==> config.mk <==
export PLATFORM = sky130hd
export DESIGN_NAME = tmd_divider
export DESIGN_NICKNAME = d
export VERILOG_FILES = /design/src/rtl/tmd_pkg.sv /design/src/rtl/tmd_front_div.sv /design/src/rtl/tmd_cycle_cnt.sv /design/src/rtl/tmd_mod_ctl.sv /design/src/rtl/tmd_divider.sv
export SDC_FILE = /design/constraint.sdc
export NUM_CORES = 1
export LEC_CHECK = 0
export BUFFER_PORTS_ARGS = -buffer_cell sky130_fd_sc_hd__buf_2
export CAP_MARGIN = 40
export CORE_AREA = 5 5 42 44
export CTS_BUF_LIST = sky130_fd_sc_hd__clkbuf_4
export CTS_CLUSTER_SIZE = 30
export DETAILED_ROUTE_END_ITERATION = 7
export DIE_AREA = 0 0 47 49
export HOLD_SLACK_MARGIN = 0.15
export PLACE_DENSITY = 0.69
export SYNTH_ARGS = -nofsm -noshare
export SYNTH_HDL_FRONTEND = slang
export SYNTH_SLANG_ARGS = --single-unit
==> constraint.sdc <==
create_clock -name clk_in -period 1.45 [get_ports clk_in]
set_input_delay 0.29 -clock clk_in [delete_from_list [all_inputs] [get_ports clk_in]]
set_output_delay 0.29 -clock clk_in [all_outputs]
set_load 0.05 [all_outputs]
==> src/rtl/tmd_pkg.sv <==
package tmd_pkg;

  typedef enum logic [1:0] {
    MODE_64 = 2'd0,
    MODE_65 = 2'd1,
    MODE_72 = 2'd2
  } tmd_mode_e;

  function automatic tmd_mode_e tmd_decode(input logic sel_a, input logic sel_b);
    if (sel_b)      return MODE_72;
    else if (sel_a) return MODE_64;
    else            return MODE_65;
  endfunction

endpackage

==> src/rtl/tmd_front_div.sv <==
module tmd_front_div #(
  parameter int BASE = 4,
  parameter int W    = 3
) (
  input  logic         clk_in,
  input  logic         rst_n,
  input  logic         five,
  output logic [W-1:0] pre_q,
  output logic         carry
);

  logic [W-1:0] last_val;

  assign last_val = five ? W'(BASE) : W'(BASE - 1);
  assign carry    = (pre_q == last_val);

  always_ff @(posedge clk_in) begin
    if (!rst_n)     pre_q <= '0;
    else if (carry) pre_q <= '0;
    else            pre_q <= pre_q + 1'b1;
  end

  AST_PRE_RANGE: assert property (@(posedge clk_in) disable iff (!rst_n)
    !five |-> (pre_q < W'(BASE))) else $error("front stage beyond base count");

endmodule

==> src/rtl/tmd_cycle_cnt.sv <==
module tmd_cycle_cnt #(
  parameter int W = 5
) (
  input  logic         clk_in,
  input  logic         rst_n,
  input  logic         step,
  input  logic [W-1:0] last_val,
  output logic [W-1:0] cnt_q,
  output logic         at_last
);

  assign at_last = (cnt_q == last_val);

  always_ff @(posedge clk_in) begin
    if (!rst_n)    cnt_q <= '0;
    else if (step) cnt_q <= at_last ? '0 : cnt_q + 1'b1;
  end

  AST_CNT_RANGE: assert property (@(posedge clk_in) disable iff (!rst_n)
    cnt_q <= last_val) else $error("cycle counter past its limit");

endmodule

==> src/rtl/tmd_mod_ctl.sv <==
module tmd_mod_ctl
  import tmd_pkg::*;
#(
  parameter int CNT_SHORT = 16,
  parameter int CNT_LONG  = 18,
  parameter int W         = 5
) (
  input  logic         clk_in,
  input  logic         rst_n,
  input  logic         sel_a,
  input  logic         sel_b,
  input  logic         period_end,
  output logic [W-1:0] last_val,
  output logic         swallow_en
);

  tmd_mode_e mode_q;

  always_ff @(posedge clk_in) begin
    if (!rst_n || period_end) mode_q <= tmd_decode(sel_a, sel_b);
  end

  assign last_val   = (mode_q == MODE_72) ? W'(CNT_LONG - 1) : W'(CNT_SHORT - 1);
  assign swallow_en = (mode_q == MODE_65);

  AST_MODE_HOLD: assert property (@(posedge clk_in) disable iff (!rst_n)
    !period_end |=> $stable(mode_q)) else $error("ratio changed mid-period");

endmodule

==> src/rtl/tmd_divider.sv <==
module tmd_divider #(
  parameter int PRE_BASE  = 4,
  parameter int CNT_SHORT = 16,
  parameter int CNT_LONG  = 18,
  parameter int RISE_IDX  = 32
) (
  input  logic clk_in,
  input  logic rst_n,
  input  logic mod_a,
  input  logic mod_b,
  output logic div_out,
  output logic tc_pulse
);

  localparam int PRE_W    = $clog2(PRE_BASE + 2);
  localparam int CNT_W    = $clog2(CNT_LONG + 1);
  localparam int RISE_CNT = (RISE_IDX - 1) / PRE_BASE;
  localparam int RISE_PRE = (RISE_IDX - 1) % PRE_BASE;

  logic [PRE_W-1:0] pre_q;
  logic [CNT_W-1:0] cnt_q;
  logic [CNT_W-1:0] last_val;
  logic             carry;
  logic             cnt_last;
  logic             swallow_en;
  logic             five;
  logic             tc;
  logic             rise_hit;
  logic             out_q;

  assign five     = swallow_en && cnt_last;
  assign tc       = carry && cnt_last;
  assign rise_hit = (cnt_q == CNT_W'(RISE_CNT)) && (pre_q == PRE_W'(RISE_PRE));

  tmd_mod_ctl #(
    .CNT_SHORT (CNT_SHORT),
    .CNT_LONG  (CNT_LONG),
    .W         (CNT_W)
  ) u_mod (
    .clk_in     (clk_in),
    .rst_n      (rst_n),
    .sel_a      (mod_a),
    .sel_b      (mod_b),
    .period_end (tc),
    .last_val   (last_val),
    .swallow_en (swallow_en)
  );

  tmd_front_div #(
    .BASE (PRE_BASE),
    .W    (PRE_W)
  ) u_front (
    .clk_in (clk_in),
    .rst_n  (rst_n),
    .five   (five),
    .pre_q  (pre_q),
    .carry  (carry)
  );

  tmd_cycle_cnt #(
    .W (CNT_W)
  ) u_cnt (
    .clk_in   (clk_in),
    .rst_n    (rst_n),
    .step     (carry),
    .last_val (last_val),
    .cnt_q    (cnt_q),
    .at_last  (cnt_last)
  );

  always_ff @(posedge clk_in) begin
    if (!rst_n)        out_q <= 1'b0;
    else if (tc)       out_q <= 1'b0;
    else if (rise_hit) out_q <= 1'b1;
  end

  assign div_out  = out_q;
  assign tc_pulse = tc;

  AST_FALL_AT_END: assert property (@(posedge clk_in) disable iff (!rst_n)
    tc |=> (!out_q && $past(out_q))) else $error("output did not fall at period end");

  AST_RISE_POINT: assert property (@(posedge clk_in) disable iff (!rst_n)
    $rose(out_q) |-> (cnt_q == CNT_W'(RISE_CNT + 1) && pre_q == '0)) else $error("output rose at wrong count");

  AST_TC_SINGLE: assert property (@(posedge clk_in) disable iff (!rst_n)
    tc |=> !tc) else $error("terminal count longer than one cycle");

endmodule

# After elaboration in Yosys (flattened, before gate mapping)
# Index checks and enable logic that the tools add are counted.
totals:
  register_bits: 11
  wordCells: 24
classes:
  n_addsub: 2
  eq_ne: 6
  n_mux: 4
  bitwise: 1
  n_reduce_logical: 7
op_table:
  columns: ["operator", "count"]
  rows:
  - ["two-way mux 5 bit", 2]
  - ["adder 5 x 1 -> 5 bit, second input constant", 1]
  - ["== test 5 x 3 -> 1 bit, second input constant", 1]
  - ["== test 5 bit", 1]
  - ["OR reduction 2 bit", 2]
  - ["adder 3 x 1 -> 3 bit, second input constant", 1]
  - ["== test 3 x 2 -> 1 bit, second input constant", 1]
  - ["== test 3 bit", 1]
  - ["logical AND 1 bit", 3]
  - ["two-way mux 3 bit", 1]
  - ["== test 2 x 1 -> 1 bit, second input constant", 1]
  - ["== test 2 bit, second input constant", 1]
  - ["logical NOT 1 bit", 1]
  - ["logical OR 1 bit", 1]
  - ["two-way mux 1 bit", 1]
  - ["NOT 1 bit", 1]

# Logic depth before layout (Yosys ltp)
# Gate-level depths: netlist (run 1).
logic_depth:
  ltp_word: 8
  mapped_depth: 5

# By module
# A second synthesis (run 1) with hierarchy kept.
hier_totals:
  cells_unflattened: 62
  hier_area_um2: 649.4
modules_own_cells:
  columns: ["mod", "n_inst", "cells_per_inst", "area_each_um2", "seq_area_each_um2"]
  rows:
  - ["tmd_cycle_cnt", 1, 30, 302.8, 100.1]
  - ["tmd_front_div", 1, 14, 153.9, 60.1]
  - ["tmd_mod_ctl", 1, 11, 120.1, 60.1]
  - ["tmd_divider", 1, 7, 72.6, 20.0]

# Least setup slack after synthesis (run 1)
# OpenSTA, ideal clock, no wires.
synth_timing:
  path_type: "reg2out"
  start: "register u_cnt.cnt_q[2]"
  end: "output port tc_pulse"
  arrival_time_ns: 1.495
  required_time_ns: 1.160
  setup_slack_ns: -0.335
  stages_incl_launch_ff: 5
  n_path_buf: 1
  cell_sequence: "dfxtp_1 buf_4 nor4b_2 a32oi_2 nor2_1"
synth_between:
  elab_chain_len: 5
synth_rtl:
  columns: ["element", "line_no", "text"]
  rows:
  - ["start, declared", "tmd_cycle_cnt.sv:8", "output logic [W-1:0] cnt_q,"]
  - ["start signal, assigned", "tmd_cycle_cnt.sv:16", "else if (step) cnt_q <= at_last ? '0 : cnt_q + 1'b1;"]
  - ["== test 5 bit (*)", "tmd_cycle_cnt.sv:12", "assign at_last = (cnt_q == last_val);"]
  - ["logical AND 1 bit", "tmd_divider.sv:31", "assign five = swallow_en && cnt_last;"]
  - ["two-way mux 3 bit", "tmd_front_div.sv:14", "assign last_val = five ? W'(BASE) : W'(BASE - 1);"]
  - ["== test 3 bit", "tmd_front_div.sv:15", "assign carry = (pre_q == last_val);"]
  - ["logical AND 1 bit (*)", "tmd_divider.sv:32", "assign tc = carry && cnt_last;"]
  - ["end, declared", "tmd_divider.sv:12", "output logic tc_pulse"]
# Mark *: on every way between the ends. The rest lies on a longest branch, timed or not.

# Worst setup path after layout (run 1)
layout_timing:
  start: "register u_mod.mode_q[0]"
  end: "output port tc_pulse"
layout_between:
  elab_chain_len: 7
layout_rtl:
  columns: ["element", "line_no", "text"]
  rows:
  - ["start, declared", "tmd_mod_ctl.sv:17", "tmd_mode_e mode_q;"]
  - ["start signal, assigned", "tmd_mod_ctl.sv:20", "if (!rst_n || period_end) mode_q <= tmd_decode(sel_a, sel_b);"]
  - ["== test 2 bit", "tmd_mod_ctl.sv:23", "assign last_val = (mode_q == MODE_72) ? W'(CNT_LONG - 1) : W'(CNT_SHORT - 1);"]
  - ["two-way mux 5 bit", "tmd_mod_ctl.sv:23", null]
  - ["== test 5 bit", "tmd_cycle_cnt.sv:12", null]
  - ["logical AND 1 bit", "tmd_divider.sv:31", null]
  - ["two-way mux 3 bit", "tmd_front_div.sv:14", null]
  - ["== test 3 bit", "tmd_front_div.sv:15", null]
  - ["logical AND 1 bit (*)", "tmd_divider.sv:32", null]
# Marks and branches as above.

==> out/metrics.yaml, run 1 <==
status:
  outcome: "complete, but fails checks"
  violations: "negative setup slack"
die:
  dieArea_sq_mm: 0.00230
  start_util_pct: 45.4
  std_cell_rows: 14
  fp.coreArea_sq_mm: 0.00140
  io_pins: 6
  die_y_um: 49
  fp.dieW_um: 47
route:
  dr_total_vias: 622
  drt-pass1-iter-count: 4
  drt_wl_total_um: 1760
  drc: 0
  via_per_inst: 5.87
  avgRoutedWirePerCell_um: 16.6
  drt_iter0_drc: 22
  antenna_left: 0
global_routing:
  grt_pass1_vias: 633
  overflow: 0
  antenna_found_initial: 0
  grt_max_degree: 11
  grt_pass1_wl_um: 2860
  grt_use_total_pct: 17.7
cells_and_area:
  nets: 98
  multi_input_area_sq_um: 487
  drive_gt1_share_pct: 55.6
  num_antenna_cells: 0
  postLayoutCoreUtil_pct: 70.5
  fillers: 91
  syn2layout_area_growth_pct: 55.5
  seqCellArea_sq_um: 244
power_and_ir_drop:
  total_power_w: 0.000753
  p_leak_nw: 0.404
  p_per_area_mw_per_mm2: 762
  vdd_drop_max_uv: 595
clocking:
  cts.sinks: 11
  cts_buffers: 3
  path_clk_slew_ns: 0.08
  cts_hold_buf: 0
  tritoncts: "yes"
  cts_buffer_depth: 2
  ctsRootBufferMaster: "clkbuf_4"
  htree_levels: 1
  insertion_delay_ns: 0.29
setup_path:
  worst-setup-path-type: "reg -> out"
  cp.arrival_ns: 1.38
  r2r_slack_ns: -0.17
  slowest_delay_ns: 0.44
  cpMaxStageDelayCell: "edfxtp_1"
  path_cells: "and3b_2 > a32oi_4 > nor2_4 > buf_6"
  cp.depth: 4
  end_kind: "output pin"
  regToRegEndpoint: "u_cnt.cnt_q[2]"
  r2r_start: "u_mod.mode_q[0]"
  required_ns: 1.16
  crit_path_start_kind: "register"
  critical_path.top_delay_family: "flip-flops"
  critPathMaxFanout: 4
  ff2ff_path_depth: 7
  timing.critical_path.buf_inv: 1
sta:
  fin_crit_ns: 1.67
  slew_viol_final: 0
  hold_viol: 0
  tightest_slew_ns: 0.263
  setup_viol: 7
  rsz0062_at_grt: "yes"
  hold_ws_ns: 0.195
  slew_headroom_pct: 82.4
  fmax_mhz: 600
  layout_setup_ws_ns: -0.218
  skew_ns: 0.000560
  finalCritPeriodShare_pct: 115
yosys:
  yosys.cell_types.count: 33
  ys_warn_count: 0
  avgSynthCellArea_sq_um: 10.1
  synth_top_cell_by_area: "dfxtp_1"
  yosysSeqAreaShare_pct: 37.8
  ys_seq_elements: 11
  synthCells: 63
  synth_area_leaders: "dfxtp_1, edfxtp_1, ha_1, a31o_1, and3_4"
  synth_nets: 70
  synth_top_area_share_pct: 28.3
  syn_area_sq_um: 636
placement:
  dp_hpwl_um: 1170
  port_buffers: 5
  gp_congestion: 0.838
worst_hold_path:
  whs_path_depth: 1
  hold_class: "in -> reg"
  hold-path-endpoint: "u_mod.mode_q[1]"
  hp-start: "mod_b"
flow_run:
  max-cap-violations: 0
-- flip-flops by register name, summed over array words and instances, names as in the netlist --
register       count
div_out            1
u_cnt.cnt_q        5
u_front.pre_q      3
u_mod.mode_q       2
-- where the power goes --
part	switching [W]	internal [W]	total, W
clock network	0.000126	0.000126	0.000252
logic	0.0000658	0.0000814	0.000147
registers	0.0000229	0.000331	0.000354
-- cell type report --
type                       instances  area share [%]
timing repair buffer              25            20.3
multi-input combinational         48            49.2
tap                               16            2.03
sequential                        11            24.7
inverter                           2           0.759
clock buffer                       4            3.04
-- per-stage QoR --
| step | TNS (ns) | worst slack [ns] | area, sq um | cells |
|---|---|---|---|---|
| after global placement | -0.0184 | -0.00887 | 793 | 98 |
| final | -0.889 | -0.218 | 988 | 106 |
| after global routing | -1.35 | -0.291 | 988 | 106 |
| after floorplan | 0 | 0.0147 | 643 | 63 |
| after CTS | -0.753 | -0.225 | 945 | 107 |
| after detailed placement | -0.0408 | -0.0288 | 793 | 98 |
-- what timing repair did --
item                       in CTS  in global routing
cloned                          0                  0
setup endpoints to repair       5                 10
setup buffers                   5                  0
pin swaps                       4                  6
resized for setup              18                  9
-- worst register-to-register path, cell delays in order, from the launching register on --
cell,delay (ns)
edfxtp_1,0.46
and3b_2,0.29
a32oi_4,0.06
buf_4,0.15
buf_6,0.12
buf_4,0.14
a21boi_1,0.12
a31o_1,0.17
-- cell families after synthesis --
family,Yosys count,synth area share [%]
DFF,11,37.8
AOI/OAI and AO/OA,12,15.6
buffers and inverters,4,3.54
adders and majority gates,3,5.91
and+or+nand+nor,32,35.6
muxes,1,1.57
-- worst max-delay path by stage --
stage / startpoint / endpoint / slack (ns)
after floorplan: u_cnt.cnt_q[2] / tc_pulse / 0.01
after global placement: u_mod.mode_q[0] / u_cnt.cnt_q[2] / -0.009
after detailed placement: u_mod.mode_q[0] / tc_pulse / -0.03
after CTS: u_mod.mode_q[0] / tc_pulse / -0.23
after global routing: u_mod.mode_q[1] / tc_pulse / -0.29
final: u_mod.mode_q[0] / tc_pulse / -0.22
-- cells in the mapped netlist --
cell type  n
a31oi_1    1
inv_2      1
nor4b_2    1
dfxtp_1    9
nor2b_1    1
edfxtp_1   2
nand3b_1   2
nor4_1     2
a41oi_1    1
a21boi_1   1
mux2i_1    1
nand3_2    1
nor3_1     2
nor2_1     5
nor3b_1    2
inv_1      1
o31a_1     1
ha_1       3
and4_4     1
o211a_1    1
and4bb_4   1
nand3_1    3
a31o_1     3
and3_4     2
a32oi_2    1
o21ai_1    2
a21oi_1    1
and3b_1    2
nand2_1    2
buf_4      2
nand4b_1   1
nand2b_1   2
and3_1     2
-- layout by cell type, fill, tap and decap left out, types with 3 or more instances in the layout --
| cell type | synthesis | layout |
|---|---|---|
| nand3_1 | 3 | 3 |
| clkbuf_4 | 0 | 4 |
| nor2_1 | 5 | 3 |
| buf_6 | 0 | 6 |
| buf_2 | 0 | 4 |
| dfxtp_1 | 9 | 8 |
| and3_4 | 2 | 3 |
| buf_4 | 2 | 15 |
| ha_1 | 3 | 3 |
| a31o_1 | 3 | 3 |
-- per-layer routing --
layer | routed length [um] | vias up | track usage, %
met3 | 62 | 7 | 4.80
li1 | - | 295 | -
met1 | 686 | 306 | 21.6
met4 | 66 | 0 | 11.5
met2 | 946 | 14 | 26.2
met5 | 0 | - | 0
Power figures use the tool's default switching activity.
==> run 2: changes to the inputs <==
--- a/config.mk
+++ b/config.mk
@@ -13,7 +13,7 @@
 export DETAILED_ROUTE_END_ITERATION = 7
 export DIE_AREA = 0 0 47 49
 export HOLD_SLACK_MARGIN = 0.15
-export PLACE_DENSITY = 0.69
+export PLACE_DENSITY = 0.72
 export SYNTH_ARGS = -nofsm -noshare
 export SYNTH_HDL_FRONTEND = slang
 export SYNTH_SLANG_ARGS = --single-unit
==> run 2 against run 1 <==
Against the previous run: via count decreased by 0.16%; sequential share of layout area decreased by 0.74 points; setup slack improved by 0.017 ns; utilization increased by 1.4 points; non-clock buffer count increased by 2; die area unchanged; global-route usage increased by 0.70 points; count of clock-buffer cells in the layout unchanged; the flow still finishes with violations (negative setup slack); clock skew about the same; register-to-register slack about the same; critical path type unchanged; largest cell class unchanged.
==> out/metrics.yaml, run 2 (synthesis results as in run 1) <==
die:
  dieArea_sq_mm: 0.00230
  io_pins: 6
  fp.dieW_um: 47
  std_cell_rows: 14
  fp.coreArea_sq_mm: 0.00140
  start_util_pct: 45.4
  die_y_um: 49
setup_path:
  timing.critical_path.buf_inv: 1
  cp.arrival_ns: 1.36
  slowest_delay_ns: 0.43
  end_kind: "output pin"
  cp.depth: 4
  critical_path.top_delay_family: "flip-flops"
  ff2ff_path_depth: 6
  worst-setup-path-type: "reg -> out"
  path_cells: "and3b_2 > a32oi_4 > nor2_4 > buf_6"
  critPathMaxFanout: 4
  cpMaxStageDelayCell: "edfxtp_1"
  crit_path_start_kind: "register"
  required_ns: 1.16
sta:
  setup-tns-final_ns: -1.15
  tightest_slew_ns: 0.288
  fmax_mhz: 606
  finalCritPeriodShare_pct: 114
  setup_viol: 9
  layout_setup_ws_ns: -0.201
  slew_viol_final: 0
  skew_ns: 0.000847
  fin_crit_ns: 1.65
  hold_viol: 0
  hold_ws_ns: 0.208
  slew_headroom_pct: 80.6
  rsz0062_at_grt: "yes"
clocking:
  cts.sinks: 11
  path_clk_slew_ns: 0.07
  ctsRootBufferMaster: "clkbuf_4"
  cts_buffer_depth: 2
  htree_levels: 1
  insertion_delay_ns: 0.28
  cts_buffers: 3
  tritoncts: "yes"
  cts_hold_buf: 0
status:
  outcome: "complete, but fails checks"
  violations: "negative setup slack"
power_and_ir_drop:
  vdd_drop_max_uv: 725
  internal-power_w: 0.000531
  p_leak_nw: 0.411
  p_per_area_mw_per_mm2: 724
  power_frac_clock_pct: 32.6
  power_frac_comb_pct: 19.1
  p_seq_share_pct: 48.3
  power.switching_w: 0.000199
  p_sw_share_pct: 27.3
placement:
  placed_cells: 97
  port_buffers: 5
  dp_hpwl_um: 1130
  gp_congestion: 0.824
cells_and_area:
  nets: 100
  syn2layout_area_growth_pct: 58.7
  final_cells: 108
  top_regs: "u_cnt.cnt_q: 5 flops, u_front.pre_q: 3 flops, u_mod.mode_q: 2 flops"
  final_common_cell: "buf_4"
  largest_register_ffs: 5
  drive_gt1_share_pct: 57.6
  final_cell_mix: "buf_4, dfxtp_1, buf_6"
  fillers: 108
  regMostFlops: "u_cnt.cnt_q"
  num_antenna_cells: 0
route:
  drt_wl_total_um: 1770
  drc: 0
  antenna_left: 0
  avgRoutedWirePerCell_um: 16.4
  via_per_inst: 5.75
  dr_total_vias: 621
  drt-pass1-iter-count: 4
  drt_iter0_drc: 13
global_routing:
  grt_max_degree: 11
  overflow: 0
  grt_use_total_pct: 18.4
  antenna_found_initial: 0
  grt_pass1_vias: 651
  grt_pass1_wl_um: 3000
flow_run:
  max-cap-violations: 0
worst_hold_path:
  hold_class: "in -> reg"
  whs_path_depth: 1
run 2: changes by cell type in the layout (fill, tap and decap cells not counted), sizes merged:
cell | before | now
buf | 25 | 27
run 2: power groups by stage:
stage	clock (W)	sequential, W	combinational (W)
finish	0.000238	0.000353	0.000140
global placement	0	0.000353	0.0000985
CTS	0.000242	0.000351	0.000117
detailed placement	0	0.000355	0.000101
floorplan	0	0.000355	0.0000528
global route	0.000264	0.000356	0.000152
run 2: worst paths after layout:
check	to	startpoint	slack [ns]
setup / recovery	tc_pulse	u_mod.mode_q[0]	-0.20
hold / removal	u_mod.mode_q[1]	mod_b	0.21
setup reg to reg	u_mod.mode_q[1]	u_mod.mode_q[0]	-0.18
hold reg to reg	div_out	div_out	0.56
run 2: repair_timing:
item	in CTS	in global routing
endpoints found under the setup margin	5	11
buffers inserted	5	3
pin swaps	11	2
hold endpoints to repair	0	0
resized for setup	17	11
run 2: area by class of cell:
cell class / instances / area [sq um] / area share (%)
Timing Repair Buffer: 27 / 219 / 21.7
Multi-Input combinational cell: 48 / 490 / 48.6
Sequential cell: 11 / 241 / 23.9
Clock buffer: 4 / 30.0 / 2.98
Inverter: 2 / 7.51 / 0.744
Tap cell: 16 / 20.0 / 1.99
run 2: stage by stage:
stage | worst slack [ns] | util [%] | area (sq um) | total power, W
after floorplan | 0.0147 | - | 643 | 0.000408
after global placement | -0.0161 | 56.1 | 786 | 0.000451
after detailed placement | -0.0248 | 56.1 | 786 | 0.000456
after CTS | -0.271 | 66.3 | 928 | 0.000710
after global routing | -0.284 | 72.0 | 1010 | 0.000772
final | -0.201 | 72.0 | 1010 | 0.000731
run 2: metal layers:
metal	vias to the layer above	global-route usage [%]	share of wire [%]
met5	-	0	0
met3	7	3.69	1.8
li1	301	-	-
met2	10	28.7	51
met1	303	22.9	44
met4	0	9.68	3.0
